### src/rtl/atten_pkg.sv
package atten_pkg;

    localparam int GAIN_W    = 6;
    localparam int SEL_W     = 2;
    localparam int CODE_MAX  = 40;
    localparam int FA_BASE   = 4;
    localparam int FA_MAX    = FA_BASE << ((1 << SEL_W) - 1);
    localparam int THERM_N   = CODE_MAX + FA_MAX;
    localparam int UNIT_W    = $clog2(THERM_N + 1);

    typedef logic [UNIT_W-1:0] units_t;

    typedef struct packed {
        logic [SEL_W-1:0]  fa_sel;
        logic [GAIN_W-1:0] gain;
    } ctrl_t;

    // Saturate the binary gain code at the attenuation floor.
    function automatic units_t clamp_gain(input logic [GAIN_W-1:0] g);
        if (int'(g) > CODE_MAX)
            return units_t'(CODE_MAX);
        else
            return units_t'(g);
    endfunction

    // Fast-attack step in half-dB units: doubles with each select value.
    function automatic units_t fa_units(input logic [SEL_W-1:0] sel);
        return units_t'(FA_BASE << sel);
    endfunction

endpackage

### src/rtl/atten_fa_sync.sv
module atten_fa_sync #(
    parameter int STAGES = 2
) (
    input  logic clk,
    input  logic rst,
    input  logic async_in,
    output logic sync_out
);
    logic [STAGES-1:0] chain;

    always_ff @(posedge clk) begin
        if (rst)
            chain <= '0;
        else
            chain <= {chain[STAGES-2:0], async_in};
    end

    assign sync_out = chain[STAGES-1];

    initial begin
        a_r6_stage_count: assert (STAGES >= 2);
    end
endmodule

### src/rtl/atten_sum.sv
module atten_sum
    import atten_pkg::*;
(
    input  ctrl_t  ctrl,
    input  logic   fa_active,
    output units_t total
);
    units_t base;
    units_t extra;

    always_comb begin
        base  = clamp_gain(ctrl.gain);
        extra = fa_active ? fa_units(ctrl.fa_sel) : '0;
        total = base + extra;
    end

    always_comb begin
        a_r3_floor_clamp: assert (int'(base) <= CODE_MAX);
        a_r7_total_range: assert (int'(total) <= THERM_N);
    end
endmodule

### src/rtl/atten_therm_enc.sv
module atten_therm_enc #(
    parameter int N = 72,
    parameter int W = 7
) (
    input  logic [W-1:0] units,
    output logic [N-1:0] therm
);
    for (genvar i = 0; i < N; i++) begin : g_elem
        assign therm[i] = (int'(units) > i);
    end
endmodule

### src/rtl/atten_ctrl.sv
module atten_ctrl
    import atten_pkg::*;
#(
    parameter int SYNC_STAGES = 2
) (
    input  logic               clk,
    input  logic               rst,
    input  logic [7:0]         ctrl_byte,
    input  logic               fa_pin,
    input  logic               enable,
    output logic [THERM_N-1:0] atten_therm
);
    localparam logic [THERM_N-1:0] LSB_ONE = {{(THERM_N-1){1'b0}}, 1'b1};

    ctrl_t               ctrl;
    logic                fa_s;
    units_t              total;
    logic [THERM_N-1:0]  therm_next;
    logic [THERM_N-1:0]  therm_q;

    assign ctrl = ctrl_t'(ctrl_byte);

    atten_fa_sync #(.STAGES(SYNC_STAGES)) u_sync (
        .clk      (clk),
        .rst      (rst),
        .async_in (fa_pin),
        .sync_out (fa_s)
    );

    atten_sum u_sum (
        .ctrl      (ctrl),
        .fa_active (fa_s),
        .total     (total)
    );

    atten_therm_enc #(.N(THERM_N), .W(UNIT_W)) u_enc (
        .units (total),
        .therm (therm_next)
    );

    // Sleep and reset both park the attenuator at full attenuation.
    always_ff @(posedge clk) begin
        if (rst || !enable)
            therm_q <= '1;
        else
            therm_q <= therm_next;
    end

    assign atten_therm = therm_q;

    a_r1_reset_full: assert property (@(posedge clk) disable iff (rst)
        $fell(rst) |-> (&therm_q));

    a_r7_contiguous: assert property (@(posedge clk) disable iff (rst)
        ((therm_q & (therm_q + LSB_ONE)) == '0));

    a_r8_sleep_full: assert property (@(posedge clk) disable iff (rst)
        !enable |=> (&therm_q));

    a_r4_fa_no_less: assert property (@(posedge clk) disable iff (rst)
        ($rose(fa_s) && enable && $past(enable) && $stable(ctrl_byte))
        |=> ($countones(therm_q) >= $past($countones(therm_q))));

    a_r5_release_no_more: assert property (@(posedge clk) disable iff (rst)
        ($fell(fa_s) && enable && $stable(ctrl_byte))
        |=> ($countones(therm_q) <= $past($countones(therm_q))));
endmodule

### config.mk
export PLATFORM = sky130hd
export DESIGN_NAME = atten_ctrl
export DESIGN_NICKNAME = d
export VERILOG_FILES = /design/src/rtl/atten_pkg.sv /design/src/rtl/atten_fa_sync.sv /design/src/rtl/atten_sum.sv /design/src/rtl/atten_therm_enc.sv /design/src/rtl/atten_ctrl.sv
export SDC_FILE = /design/constraint.sdc
export NUM_CORES = 1
export LEC_CHECK = 0
export ABC_AREA = 1
export BUFFER_PORTS_ARGS = -buffer_cell sky130_fd_sc_hd__buf_2
export CAP_MARGIN = 25
export CORE_MARGIN = 2
export CORE_UTILIZATION = 55
export DETAILED_ROUTE_END_ITERATION = 16
export GPL_TIMING_DRIVEN = 0
export PLACE_DENSITY = 0.92
export SKIP_LAST_GASP = 1
export SLEW_MARGIN = 30
export SYNTH_ARGS = -nofsm -noshare
export SYNTH_HDL_FRONTEND = slang
export SYNTH_SLANG_ARGS = --single-unit
### constraint.sdc
create_clock -name clk -period 3.8 [get_ports clk]
set_clock_uncertainty 0.15 [all_clocks]
set_input_delay 0.57 -clock clk [delete_from_list [all_inputs] [get_ports clk]]
set_output_delay 0.57 -clock clk [all_outputs]
set_load 0.01 [all_outputs]
==> results.tsv <==
stage	metric	value	unit
detailed_routing	drt pass-1 iters	5	
global_routing	Total GRT Usage	28.3	%
clock_tree	CTS tree	done	
place	HPWL after DPL	6.11	mm
logic_synthesis	syn nets	392	
power_and_ir_drop	Lkg Pwr	1.67	nW
clock_tree	Hold Buf Count CTS	0	
finish	cell area after layout	3720	um2
logic_synthesis	simple-gate portion of the synthesized area	32.5	%
critical_path	Worst EP required	3.89	ns
logic_synthesis	mux cell area share after synthesis	0	%
logic_synthesis	sequential area share after synthesis	49.3	%
logic_synthesis	Area contributors post-synth	dfxtp_1 (49%), nand2_1 (10%), nor2_1 (5.2%), inv_1 (5.0%), nand3_1 (4.7%)	
finish	Final nets	486	
global_routing	vias in the first global route	2764	
hold_path	worst-case hold path end point	u_sync.chain[1]	
logic_synthesis	largest family of logic cells by synthesized area	simple AND/OR/NAND/NOR gates	
timing	Setup TNS	0	ns
timing	Slew Viols, Final	0	
timing	post-route minimum period	3.03	ns
clock_tree	CTS root buffer	clkbuf_8	
critical_path	crit path DAT	3.13	ns
floorplan	Starting Density	57.7	%
critical_path	Top Family by Delay on Critical Path	simple AND/OR/NAND/NOR gates	
timing	final worst-path cycle share	79.8	%
timing	Worst-Margin Slew	0.477	ns
global_routing	GRT overflow	0	
finish	area delta synth->final	23.9	%
clock_tree	total CTS buffers	9	
global_routing	largest net degree at the start of global routing	14	
detailed_routing	Avg WL per Cell	15.2	um
critical_path	Startpoint Class	input pin	
floorplan	Die Span X	77.9	um
power_and_ir_drop	PD cells	474	nW/um2
place	placed instance area	3510	um2
logic_synthesis	Seq cells post-synth	74	
floorplan	full die area	6070	um2
logic_synthesis	synthesized area	3000	um2
outcome	status	completed	
critical_path	RR Endpoint	atten_therm[41]	
timing	final setup violation count	0	
critical_path	crit end category	flop	
place	Cell Count Post-Placement	527	
clock_tree	total setup buffers inserted after CTS	0	
detailed_routing	DRC Markers	0	
logic_synthesis	Syn. warnings	0	
detailed_routing	via/cell ratio	5.24	
place	Routability Congestion	0.971	
finish	Post-Layout Cell Count	543	
logic_synthesis	Synth Instances	374	
critical_path	CP Class	input pin to flop	
critical_path	setup slack, reg-to-reg	1.08	ns
logic_synthesis	Netlist cell types	32	
finish	layout cells sized above 1	31.1	%
clock_tree	worst-skew pair later-pin latency	0.35	ns
floorplan	die height	77.9	um
critical_path	critical path, cell by cell	buf_2 > nor2_1 > nand2_1 > nand2_2 > and3_1 > ha_1 > fa_1 > inv_1 > nor2_1 > inv_1 > nor3_1 > nand3_1 > nand2_1 > inv_1	
clock_tree	Resized Gates After CTS	0	
flow_run	max_cap viols	0	
logic_synthesis	syn_area_per_cell	8.03	um2
logic_synthesis	XOR/XNOR share of the synthesized area	0	%
logic_synthesis	Yosys top cell area share	49.3	%
critical_path	R2R depth	11	
logic_synthesis	Synth Area in Compound Gates	7.96	%
power_and_ir_drop	Tot Pwr	1.76	mW
logic_synthesis	post-synthesis adder-cell area fraction	2.75	%
detailed_routing	Vias	2848	
power_and_ir_drop	Worst VDD drop	297	uV
global_routing	initial antenna violation count	0	
timing	Max Fclk	330	MHz
detailed_routing	DRT iter0 DRCs	170	
hold_path	min-delay src	rst	
timing	final hold vios	0	
global_routing	first-pass GRT wire length	13.1	mm
critical_path	max incr delay on CP	0.72	ns
timing	RSZ-0062 raised after global routing	no	
clock_tree	clk buf depth	2	
critical_path	WP buf/inv	4	
critical_path	most frequent CP cell	inv_1	
clock_tree	Reg clk slew, reported paths	0.09	ns
hold_path	HP Class	input pin to flop	
hold_path	hold path cells	2	
critical_path	Reg-to-Reg Start	u_sync.chain[1]	
critical_path	Critical Path Slowest Stage Cell	fa_1	
timing	Max-slew headroom	68.1	%
finish	Antenna diodes	0	
detailed_routing	Final ANT Viol Nets	0	
detailed_routing	WL final	8.24	mm
floorplan	Core Rows	26	
clock_tree	H-tree levels	3	
logic_synthesis	largest area contributor in the netlist	dfxtp_1	
clock_tree	clk sinks	74	
critical_path	worst-path fanout max	7	
place	port bufs	83	
floorplan	IO Count	84	
floorplan	core area	5200	um2
==> cells by family after synthesis <==
| family | after synthesis |
|---|---|
| AOI/OAI and AO/OA | 43 |
| DFF | 74 |
| adders and majority gates | 6 |
| buffers and inverters | 56 |
| and+or+nand+nor | 195 |
==> registers in the layout, indices dropped and copies added, names as in the netlist <==
name and cells:
atten_therm 72, u_sync.chain 2
==> where the power goes <==
part,leakage (nW),switching [mW],internal (mW)
clock,0.103,0.307,0.371
combinational,0.954,0.176,0.0786
sequential,0.612,0.0113,0.819
==> worst register-to-register path, delay by kind of cell (launching register included) <==
kind / cells / cell delay (ns)
AND/OR/NAND/NOR: 5 / 0.74
adder cells (fa/ha/maj): 2 / 0.95
buffers and inverters: 4 / 0.45
flip-flops: 1 / 0.31
==> layer usage <==
layer	share of wire [%]	vias up	GRT usage [%]
li1	-	1376	-
met1	40	1291	32.8
met2	49	152	49.3
met3	8.2	29	5.58
met4	3.6	0	14.9
met5	0	-	0
==> synthesized netlist by cell type (all sizes together) <==
cell type,instances
ha,5
or2,1
inv,48
nand3,34
o21ai,18
a21oi,19
buf,4
o21bai,1
nand2,96
fa,1
nor3,7
and3,1
nor2,54
dfxtp,74
clkbuf,2
o211ai,5
nand4,2
clkinv,2
==> layout make-up <==
class                           instances  area, um2
Timing Repair Buffer                   83        415
Tap cell                               70       87.6
Clock inverter                          6       88.8
Clock buffer                           10        128
Inverter                               50        195
Buffer                                  6       30.0
Sequential cell                        74       1480
Fill cell                             439       1480
Multi-Input combinational cell        244       1300
==> worst max-delay path by stage <==
| stage | start | endpoint | slack [ns] | depth (start not counted) |
|---|---|---|---|---|
| 3_3_place_gp | ctrl_byte[1] | atten_therm[41] | 0.47 | 14 |
| 6_report | ctrl_byte[1] | atten_therm[41] | 0.77 | 14 |
| 2_1_floorplan | ctrl_byte[0] | atten_therm[57] | 1.06 | 13 |
| 3_5_place_dp | ctrl_byte[1] | atten_therm[41] | 0.46 | 14 |
| 4_1_cts | ctrl_byte[1] | atten_therm[41] | 0.81 | 14 |
| 5_1_grt | ctrl_byte[1] | atten_therm[41] | 0.67 | 14 |
==> per-stage QoR <==
stage	setup slack, ns	hold WS [ns]	util (%)
floorplan	1.06	0.238	-
detailed placement	0.465	0.252	67.4
CTS	0.814	0.230	71.5
global placement	0.468	0.246	67.4
global route	0.671	0.243	71.5
finish	0.767	0.231	71.5
==> layout by cell type, fill, tap and decap left out, drive strengths merged, types with 3 or more instances in the layout <==
master,netlist,layout
dfxtp,74,74
ha,5,5
inv,48,49
nor3,7,7
buf,4,87
nand3,34,34
a21oi,19,19
clkinv,2,3
o21ai,18,18
nand2,96,96
o211ai,5,5
clkbuf,2,12
nor2,54,54
Power figures use the tool's default switching activity.
